### src/rtl/phase_tune_pkg.sv
package phase_tune_pkg;
  typedef enum logic [2:0] {
    ST_IDLE,
    ST_PHASE,
    ST_CLEAR,
    ST_ISSUE,
    ST_WAIT,
    ST_EVAL,
    ST_FINISH
  } tune_state_e;
endpackage

### src/rtl/tune_xfer_timer.sv
module tune_xfer_timer #(
  parameter int TMO_W = 16
) (
  input  logic             clk,
  input  logic             rst,
  input  logic             run_i,
  input  logic [TMO_W-1:0] limit_i,
  output logic             expired_o
);
  logic [TMO_W-1:0] cnt_q;

  always_ff @(posedge clk) begin
    if (rst || !run_i) cnt_q <= '0;
    else if (cnt_q != limit_i) cnt_q <= cnt_q + 1'b1;
  end

  assign expired_o = run_i && (cnt_q == limit_i);

  assert_timer_bound_R9: assert property (@(posedge clk) disable iff (rst)
    cnt_q <= limit_i);
endmodule

### src/rtl/tune_window_track.sv
module tune_window_track #(
  parameter int IDX_W = 3
) (
  input  logic             clk,
  input  logic             rst,
  input  logic             clear_i,
  input  logic             eval_i,
  input  logic             fail_i,
  input  logic [IDX_W-1:0] idx_i,
  output logic             rise_v_o,
  output logic [IDX_W-1:0] rise_o,
  output logic             fall_v_o,
  output logic [IDX_W-1:0] fall_o,
  output logic             any_pass_o,
  output logic             stop_now_o
);
  logic prev_fail_q;
  logic rise_hit, fall_hit;

  assign rise_hit   = eval_i && !fail_i && prev_fail_q;
  assign fall_hit   = eval_i && fail_i && !prev_fail_q;
  assign stop_now_o = (rise_v_o || rise_hit) && (fall_v_o || fall_hit);

  always_ff @(posedge clk) begin
    if (rst || clear_i) begin
      prev_fail_q <= 1'b1;
      rise_v_o    <= 1'b0;
      fall_v_o    <= 1'b0;
      rise_o      <= '0;
      fall_o      <= '0;
      any_pass_o  <= 1'b0;
    end else if (eval_i) begin
      prev_fail_q <= fail_i;
      if (!fail_i) any_pass_o <= 1'b1;
      if (rise_hit) begin
        rise_v_o <= 1'b1;
        rise_o   <= idx_i;
      end
      if (fall_hit) begin
        fall_v_o <= 1'b1;
        fall_o   <= idx_i;
      end
    end
  end

  // a fall needs an earlier pass, and any pass after the initial fail marks a rise
  assert_fall_after_rise_R6: assert property (@(posedge clk) disable iff (rst)
    fall_v_o |-> rise_v_o);
  assert_pass_has_rise_R6: assert property (@(posedge clk) disable iff (rst)
    any_pass_o |-> rise_v_o);
endmodule

### src/rtl/tune_mid_pick.sv
module tune_mid_pick #(
  parameter int N_PHASE = 8,
  parameter int IDX_W   = 3
) (
  input  logic             rise_v_i,
  input  logic [IDX_W-1:0] rise_i,
  input  logic             fall_v_i,
  input  logic [IDX_W-1:0] fall_i,
  output logic [IDX_W-1:0] mid_o
);
  localparam logic [IDX_W:0] LAST = (IDX_W+1)'(N_PHASE - 1);

  logic [IDX_W:0] r, f, sum_rf, sum_rl, m;

  always_comb begin
    r      = rise_v_i ? {1'b0, rise_i} : '0;
    f      = fall_v_i ? {1'b0, fall_i} : LAST;
    sum_rf = r + f;
    sum_rl = r + LAST;
    if (f < r) begin
      if (sum_rf > LAST) m = f >> 1;
      else               m = sum_rl >> 1;
    end else begin
      m = sum_rf >> 1;
    end
    mid_o = m[IDX_W-1:0];
  end
endmodule

### src/rtl/phase_tune_ctrl.sv
module phase_tune_ctrl
  import phase_tune_pkg::*;
#(
  parameter int N_PHASE = 8,
  parameter int OPC_W   = 6,
  parameter int TMO_W   = 16
) (
  input  logic                         clk,
  input  logic                         rst,
  input  logic                         start_i,
  input  logic [OPC_W-1:0]             opcode_i,
  input  logic [TMO_W-1:0]             timeout_i,
  output logic [$clog2(N_PHASE)-1:0]   phase_sel_o,
  output logic                         clr_status_o,
  output logic                         xfer_req_o,
  output logic [OPC_W-1:0]             xfer_opcode_o,
  input  logic                         xfer_done_i,
  input  logic                         xfer_err_i,
  input  logic                         edge_flag_i,
  output logic                         dll_mode_o,
  output logic                         tune_done_o,
  output logic                         tune_fail_o,
  output logic [$clog2(N_PHASE)-1:0]   sel_idx_o
);
  localparam int IDX_W = $clog2(N_PHASE);
  localparam logic [IDX_W-1:0] LAST_IDX = IDX_W'(N_PHASE - 1);

  tune_state_e      state_q;
  logic [IDX_W-1:0] idx_q, saved_q, mid;
  logic [TMO_W-1:0] tmo_q;
  logic             xfer_fail_q, expired;
  logic             rise_v, fall_v, any_pass, stop_now;
  logic [IDX_W-1:0] rise, fall;
  logic             step_fail, eval, clear_track;

  assign eval        = (state_q == ST_EVAL);
  assign step_fail   = xfer_fail_q || edge_flag_i;
  assign clear_track = (state_q == ST_IDLE) && start_i;

  tune_xfer_timer #(.TMO_W(TMO_W)) u_timer (
    .clk      (clk),
    .rst      (rst),
    .run_i    (state_q == ST_WAIT),
    .limit_i  (tmo_q),
    .expired_o(expired)
  );

  tune_window_track #(.IDX_W(IDX_W)) u_track (
    .clk       (clk),
    .rst       (rst),
    .clear_i   (clear_track),
    .eval_i    (eval),
    .fail_i    (step_fail),
    .idx_i     (idx_q),
    .rise_v_o  (rise_v),
    .rise_o    (rise),
    .fall_v_o  (fall_v),
    .fall_o    (fall),
    .any_pass_o(any_pass),
    .stop_now_o(stop_now)
  );

  tune_mid_pick #(.N_PHASE(N_PHASE), .IDX_W(IDX_W)) u_mid (
    .rise_v_i(rise_v),
    .rise_i  (rise),
    .fall_v_i(fall_v),
    .fall_i  (fall),
    .mid_o   (mid)
  );

  always_ff @(posedge clk) begin
    if (rst) begin
      state_q       <= ST_IDLE;
      idx_q         <= '0;
      saved_q       <= '0;
      tmo_q         <= '0;
      xfer_fail_q   <= 1'b0;
      phase_sel_o   <= '0;
      clr_status_o  <= 1'b0;
      xfer_req_o    <= 1'b0;
      xfer_opcode_o <= '0;
      dll_mode_o    <= 1'b1;
      tune_done_o   <= 1'b0;
      tune_fail_o   <= 1'b0;
      sel_idx_o     <= '0;
    end else begin
      clr_status_o <= 1'b0;
      tune_done_o  <= 1'b0;
      unique case (state_q)
        ST_IDLE: if (start_i) begin
          idx_q         <= '0;
          saved_q       <= phase_sel_o;
          tmo_q         <= timeout_i;
          xfer_opcode_o <= opcode_i;
          dll_mode_o    <= 1'b0;
          state_q       <= ST_PHASE;
        end
        ST_PHASE: begin
          phase_sel_o <= idx_q;
          state_q     <= ST_CLEAR;
        end
        ST_CLEAR: begin
          clr_status_o <= 1'b1;
          state_q      <= ST_ISSUE;
        end
        ST_ISSUE: begin
          xfer_req_o <= 1'b1;
          state_q    <= ST_WAIT;
        end
        ST_WAIT: begin
          if (xfer_done_i) begin
            xfer_req_o  <= 1'b0;
            xfer_fail_q <= xfer_err_i;
            state_q     <= ST_EVAL;
          end else if (expired) begin
            xfer_req_o  <= 1'b0;
            xfer_fail_q <= 1'b1;
            state_q     <= ST_EVAL;
          end
        end
        ST_EVAL: begin
          if (stop_now || idx_q == LAST_IDX) begin
            state_q <= ST_FINISH;
          end else begin
            idx_q   <= idx_q + 1'b1;
            state_q <= ST_PHASE;
          end
        end
        ST_FINISH: begin
          dll_mode_o   <= 1'b1;
          clr_status_o <= 1'b1;
          tune_done_o  <= 1'b1;
          tune_fail_o  <= !any_pass;
          phase_sel_o  <= any_pass ? mid : saved_q;
          sel_idx_o    <= any_pass ? mid : saved_q;
          state_q      <= ST_IDLE;
        end
        default: state_q <= ST_IDLE;
      endcase
    end
  end

  assert_req_in_tuning_R2: assert property (@(posedge clk) disable iff (rst)
    xfer_req_o |-> !dll_mode_o);
  assert_done_leaves_tuning_R2: assert property (@(posedge clk) disable iff (rst)
    tune_done_o |-> dll_mode_o);
  assert_phase_held_R3: assert property (@(posedge clk) disable iff (rst)
    (xfer_req_o && $past(xfer_req_o)) |-> $stable(phase_sel_o));
  assert_clear_apart_R4: assert property (@(posedge clk) disable iff (rst)
    clr_status_o |-> !xfer_req_o);
  assert_done_pulse_R10: assert property (@(posedge clk) disable iff (rst)
    tune_done_o |=> !tune_done_o);
  assert_opcode_held_R11: assert property (@(posedge clk) disable iff (rst)
    (xfer_req_o && $past(xfer_req_o)) |-> $stable(xfer_opcode_o));
endmodule

### config.mk
export PLATFORM = sky130hd
export DESIGN_NAME = phase_tune_ctrl
export DESIGN_NICKNAME = d
export VERILOG_FILES = /design/src/rtl/phase_tune_pkg.sv /design/src/rtl/tune_xfer_timer.sv /design/src/rtl/tune_window_track.sv /design/src/rtl/tune_mid_pick.sv /design/src/rtl/phase_tune_ctrl.sv
export SDC_FILE = /design/constraint.sdc
export NUM_CORES = 1
export LEC_CHECK = 0
export ABC_AREA = 0
export ABC_CLOCK_PERIOD_IN_PS = 2400
export BUFFER_PORTS_ARGS = -buffer_cell sky130_fd_sc_hd__buf_2
export CELL_PAD_IN_SITES_DETAIL_PLACEMENT = 1
export CELL_PAD_IN_SITES_GLOBAL_PLACEMENT = 2
export CORE_MARGIN = 2
export CORE_UTILIZATION = 35
export CTS_BUF_LIST = sky130_fd_sc_hd__clkbuf_8
export CTS_CLUSTER_DIAMETER = 30
export DETAILED_ROUTE_END_ITERATION = 7
export PLACE_DENSITY = 0.79
export SYNTH_ARGS = -nofsm -noshare
export SYNTH_HDL_FRONTEND = slang
export SYNTH_SLANG_ARGS = --single-unit
### constraint.sdc
create_clock -name clk -period 2.4 [get_ports clk]
set_input_delay 0.48 -clock clk [delete_from_list [all_inputs] [get_ports clk]]
set_output_delay 0.48 -clock clk [all_outputs]
set_load 0.02 [all_outputs]
==> impl_metrics.py <==
metrics = {
    "critical_path": {
        "r2r_end": "phase_sel_o[1]$_SDFFE_PP0P_",
        "cp.required_ns": 2.60,
        "critPathLaunch": "u_track.fall_v_o$_SDFFE_PP0P_",
        "crit_path_start_kind": "flop",
        "reg2reg_depth": 7,
        "criticalPathCategory": "reg2reg",
        "cp_max_fo": 5,
        "critPathArrivalTime_ns": 2.29,
        "reg2reg_from": "u_track.fall_v_o$_SDFFE_PP0P_",
        "reg2reg_slack_ns": 0.31,
        "endpoint_kind": "flop",
    },
    "timing": {
        "drv_slew": 0,
        "timing.final.crit_share": 0.871,
        "slew_headroom": 0.331,
        "tns_ns": 0,
        "setup_violations": 0,
        "worstMarginPinSlew_ns": 1.00,
        "fmax_ghz": 0.478,
        "clock_skew_ns": 0.00960,
        "min_period_ns": 2.09,
        "finalHoldViolations": 0,
        "rsz0062_at_grt": "false",
    },
    "worst_hold_path": {
        "whs_path_depth": 3,
        "hold_path_class": "in2reg",
        "min_from": "opcode_i[0]",
        "worstHoldEndpoint": "xfer_opcode_o[0]$_SDFFE_PP0P_",
    },
    "run": {
        "cap_violations": 0,
    },
    "global_routing": {
        "grt_remaining_overflow": 0,
        "gr-usage-all-layers": 0.184,
        "grt_pass1_vias": 2939,
        "antenna_found_initial": 0,
        "grt_pass1_wl_um": 14500,
        "grt_max_degree": 41,
    },
    "routing": {
        "first_iter_violations": 116,
        "ant_nets": 0,
        "firstDrtPassIters": 4,
        "drc": 0,
        "vias_per_cell": 5.19,
        "wl_per_cell_um": 15.4,
        "drt-total-wl_um": 8440,
        "num_vias": 2847,
    },
    "clock_tree": {
        "cts_setup_buffers": 0,
        "numCtsBuffers": 9,
        "cts_resized": 0,
        "clk_latency_ns": 0.35,
        "clock_path_buffers": 2,
        "holdBufCountCts": 0,
        "ctsRootBufferMaster": "clkbuf_8",
        "htree_levels": 3,
        "cts_tree": "built",
        "clock-sinks": 69,
        "clkTransAtPathRegs_ns": 0.08,
    },
    "floorplan": {
        "die_w_um": 100,
        "design.core.area_um2": 9110,
        "ios": 45,
        "fp.dieH_um": 100,
        "die_area_um2": 10000,
        "rows": 35,
        "initial_utilization": 0.355,
    },
    "logic_synthesis": {
        "synth_xor_xnor_area_share": 0.0514,
        "synth_area_leader_cell": "dfxtp_1",
        "muxShareOfSynthArea": 0.0282,
        "synth_cell_type_count": 48,
        "synth_edf_count": 0,
        "yosys-top-cells-count": "nand2_1, dfxtp_1, a21oi_1",
        "synth.area.top_cells": "dfxtp_1, nand2_1, a21oi_1",
        "synth.yosys.seq_area_share": 0.427,
        "synth_fa_ha_area_frac": 0.0449,
        "synth_top_cell_area_share": 0.427,
        "synth_top_family_by_area": "simple AND/OR/NAND/NOR gates",
        "syn_area_per_cell_um2": 8.28,
        "ys_warn_count": 0,
        "ys_ff_latch": 69,
        "post-synth-top-count-cell": "nand2_1",
        "synthSimpleGateAreaFrac": 0.232,
        "synth_compound_area_frac": 0.167,
        "syn_area_um2": 3240,
        "async_reset_ff_frac": 0,
        "netlist_instances": 391,
        "synth-main-ff-cell": "dfxtp_1",
        "syn-num-nets": 430,
    },
    "finish": {
        "n_antenna_cell": 0,
        "drive_above_1_share": 0.167,
        "layout-area-overhead-vs-synth_pct": 15.6,
        "fin_nets": 472,
        "fillers": 1137,
        "postLayoutCoreUtil": 0.411,
    },
    "pwr": {
        "ir_worst_vdd_mv": 0.336,
        "leakage_nw": 1.42,
        "powerDensity_nw_per_um2": 666,
    },
    "placed_design": {
        "place_hpwl_um": 6110,
        "globalplace.congestion": 0.854,
        "portBuffers": 44,
    },
    "run_status": {
        "status": "complete, no violations",
    },
}
-- power breakdown --
group,internal [mW],switching (mW)
clock,0.504,0.458
sequential,1.19,0.0389
combinational,0.107,0.192
total,1.80,0.689
-- layout make-up --
type                       count  area, um2  share of cell area
multi-input combinational    287       1700               0.453
clock inverter                 6       62.6              0.0167
sequential                    69       1380               0.369
timing repair buffer          50        265              0.0709
clock buffer                  10        138              0.0368
inverter                      16       60.1              0.0161
tap                          111        139              0.0371
-- placed cells by master, fill, tap and decap left out, types with 2 or more instances in the layout --
cell | synthesis | layout
clkinv_2 | 0 | 2
o211ai_1 | 3 | 3
ha_1 | 10 | 10
and2_1 | 2 | 2
nand3_1 | 12 | 12
nand2b_1 | 5 | 5
nand2_1 | 70 | 70
inv_1 | 15 | 15
o21ai_0 | 6 | 6
nor3_1 | 7 | 7
mux2i_1 | 8 | 8
or3_1 | 10 | 10
xnor2_1 | 18 | 18
clkbuf_8 | 0 | 10
buf_4 | 0 | 6
clkinvlp_4 | 0 | 3
o21bai_1 | 2 | 2
a41o_1 | 2 | 2
nor2b_1 | 2 | 2
a211oi_1 | 3 | 3
nor2_1 | 28 | 28
o21ai_1 | 9 | 9
o21a_1 | 3 | 3
nor3b_1 | 2 | 2
and3_1 | 3 | 3
nand4_1 | 6 | 6
o31ai_1 | 4 | 4
buf_2 | 4 | 44
dfxtp_1 | 69 | 69
a21oi_1 | 47 | 47
a311oi_1 | 3 | 3
a31oi_1 | 4 | 4
or4_1 | 3 | 3
-- how the worst max path moves through the flow --
| stage | end | slack [ns] | depth (start not counted) |
|---|---|---|---|
| after CTS | phase_sel_o[2]$_SDFFE_PP0P_ | 0.30 | 8 |
| after detailed placement | phase_sel_o[1]$_SDFFE_PP0P_ | 0.34 | 7 |
| after floorplan | phase_sel_o[2]$_SDFFE_PP0P_ | 0.51 | 8 |
| final | phase_sel_o[1]$_SDFFE_PP0P_ | 0.31 | 7 |
| after global placement | phase_sel_o[2]$_SDFFE_PP0P_ | 0.40 | 8 |
| after global routing | phase_sel_o[1]$_SDFFE_PP0P_ | 0.13 | 7 |
-- flip-flops by register name (all words and copies together), names as in the netlist, 3 cells and up --
register,flops
tmo_q,16
state_q,3
phase_sel_o,3
xfer_opcode_o,6
sel_idx_o,3
u_timer.cnt_q,16
idx_q,3
saved_q,3
u_track.fall_o,3
u_track.rise_o,3
-- cell families (layout without fill, tap and decap cells) --
logic type / Yosys count / in the layout
AO/OA/AOI/OAI: 91 / 91
XOR/XNOR: 19 / 19
AND/OR/NAND/NOR: 157 / 157
flip-flops: 69 / 69
multiplexers: 9 / 9
buffers and inverters: 35 / 82
adder cells (fa/ha/maj): 11 / 11
-- per-stage QoR --
step / worst slack (ns) / instance area [um2] / instances / hold WS (ns) / power [mW]
finish: 0.310 / 3740 / 549 / 0.361 / 2.49
global placement: 0.402 / 3540 / 533 / 0.440 / 1.56
floorplan: 0.509 / 3240 / 391 / 0.433 / 1.47
global route: 0.132 / 3740 / 549 / 0.354 / 2.63
CTS: 0.302 / 3740 / 549 / 0.350 / 2.53
detailed placement: 0.343 / 3540 / 533 / 0.449 / 1.56
-- critical path: stages, from the launching register on --
cell and delay (ns):
dfxtp_1 0.41, nand2b_1 0.14, ha_1 0.32, a21oi_1 0.06
o21bai_1 0.30, mux2_2 0.38, o211ai_1 0.21, a311oi_1 0.12
-- routing by layer --
layer	up-vias	part of all wire	GRT usage
li1	1438	-	-
met4	0	0.014	0.0643
met2	43	0.44	0.278
met3	9	0.039	0.0460
met1	1357	0.50	0.256
met5	-	0	0
No activity file was read; power rests on OpenSTA's default activity.
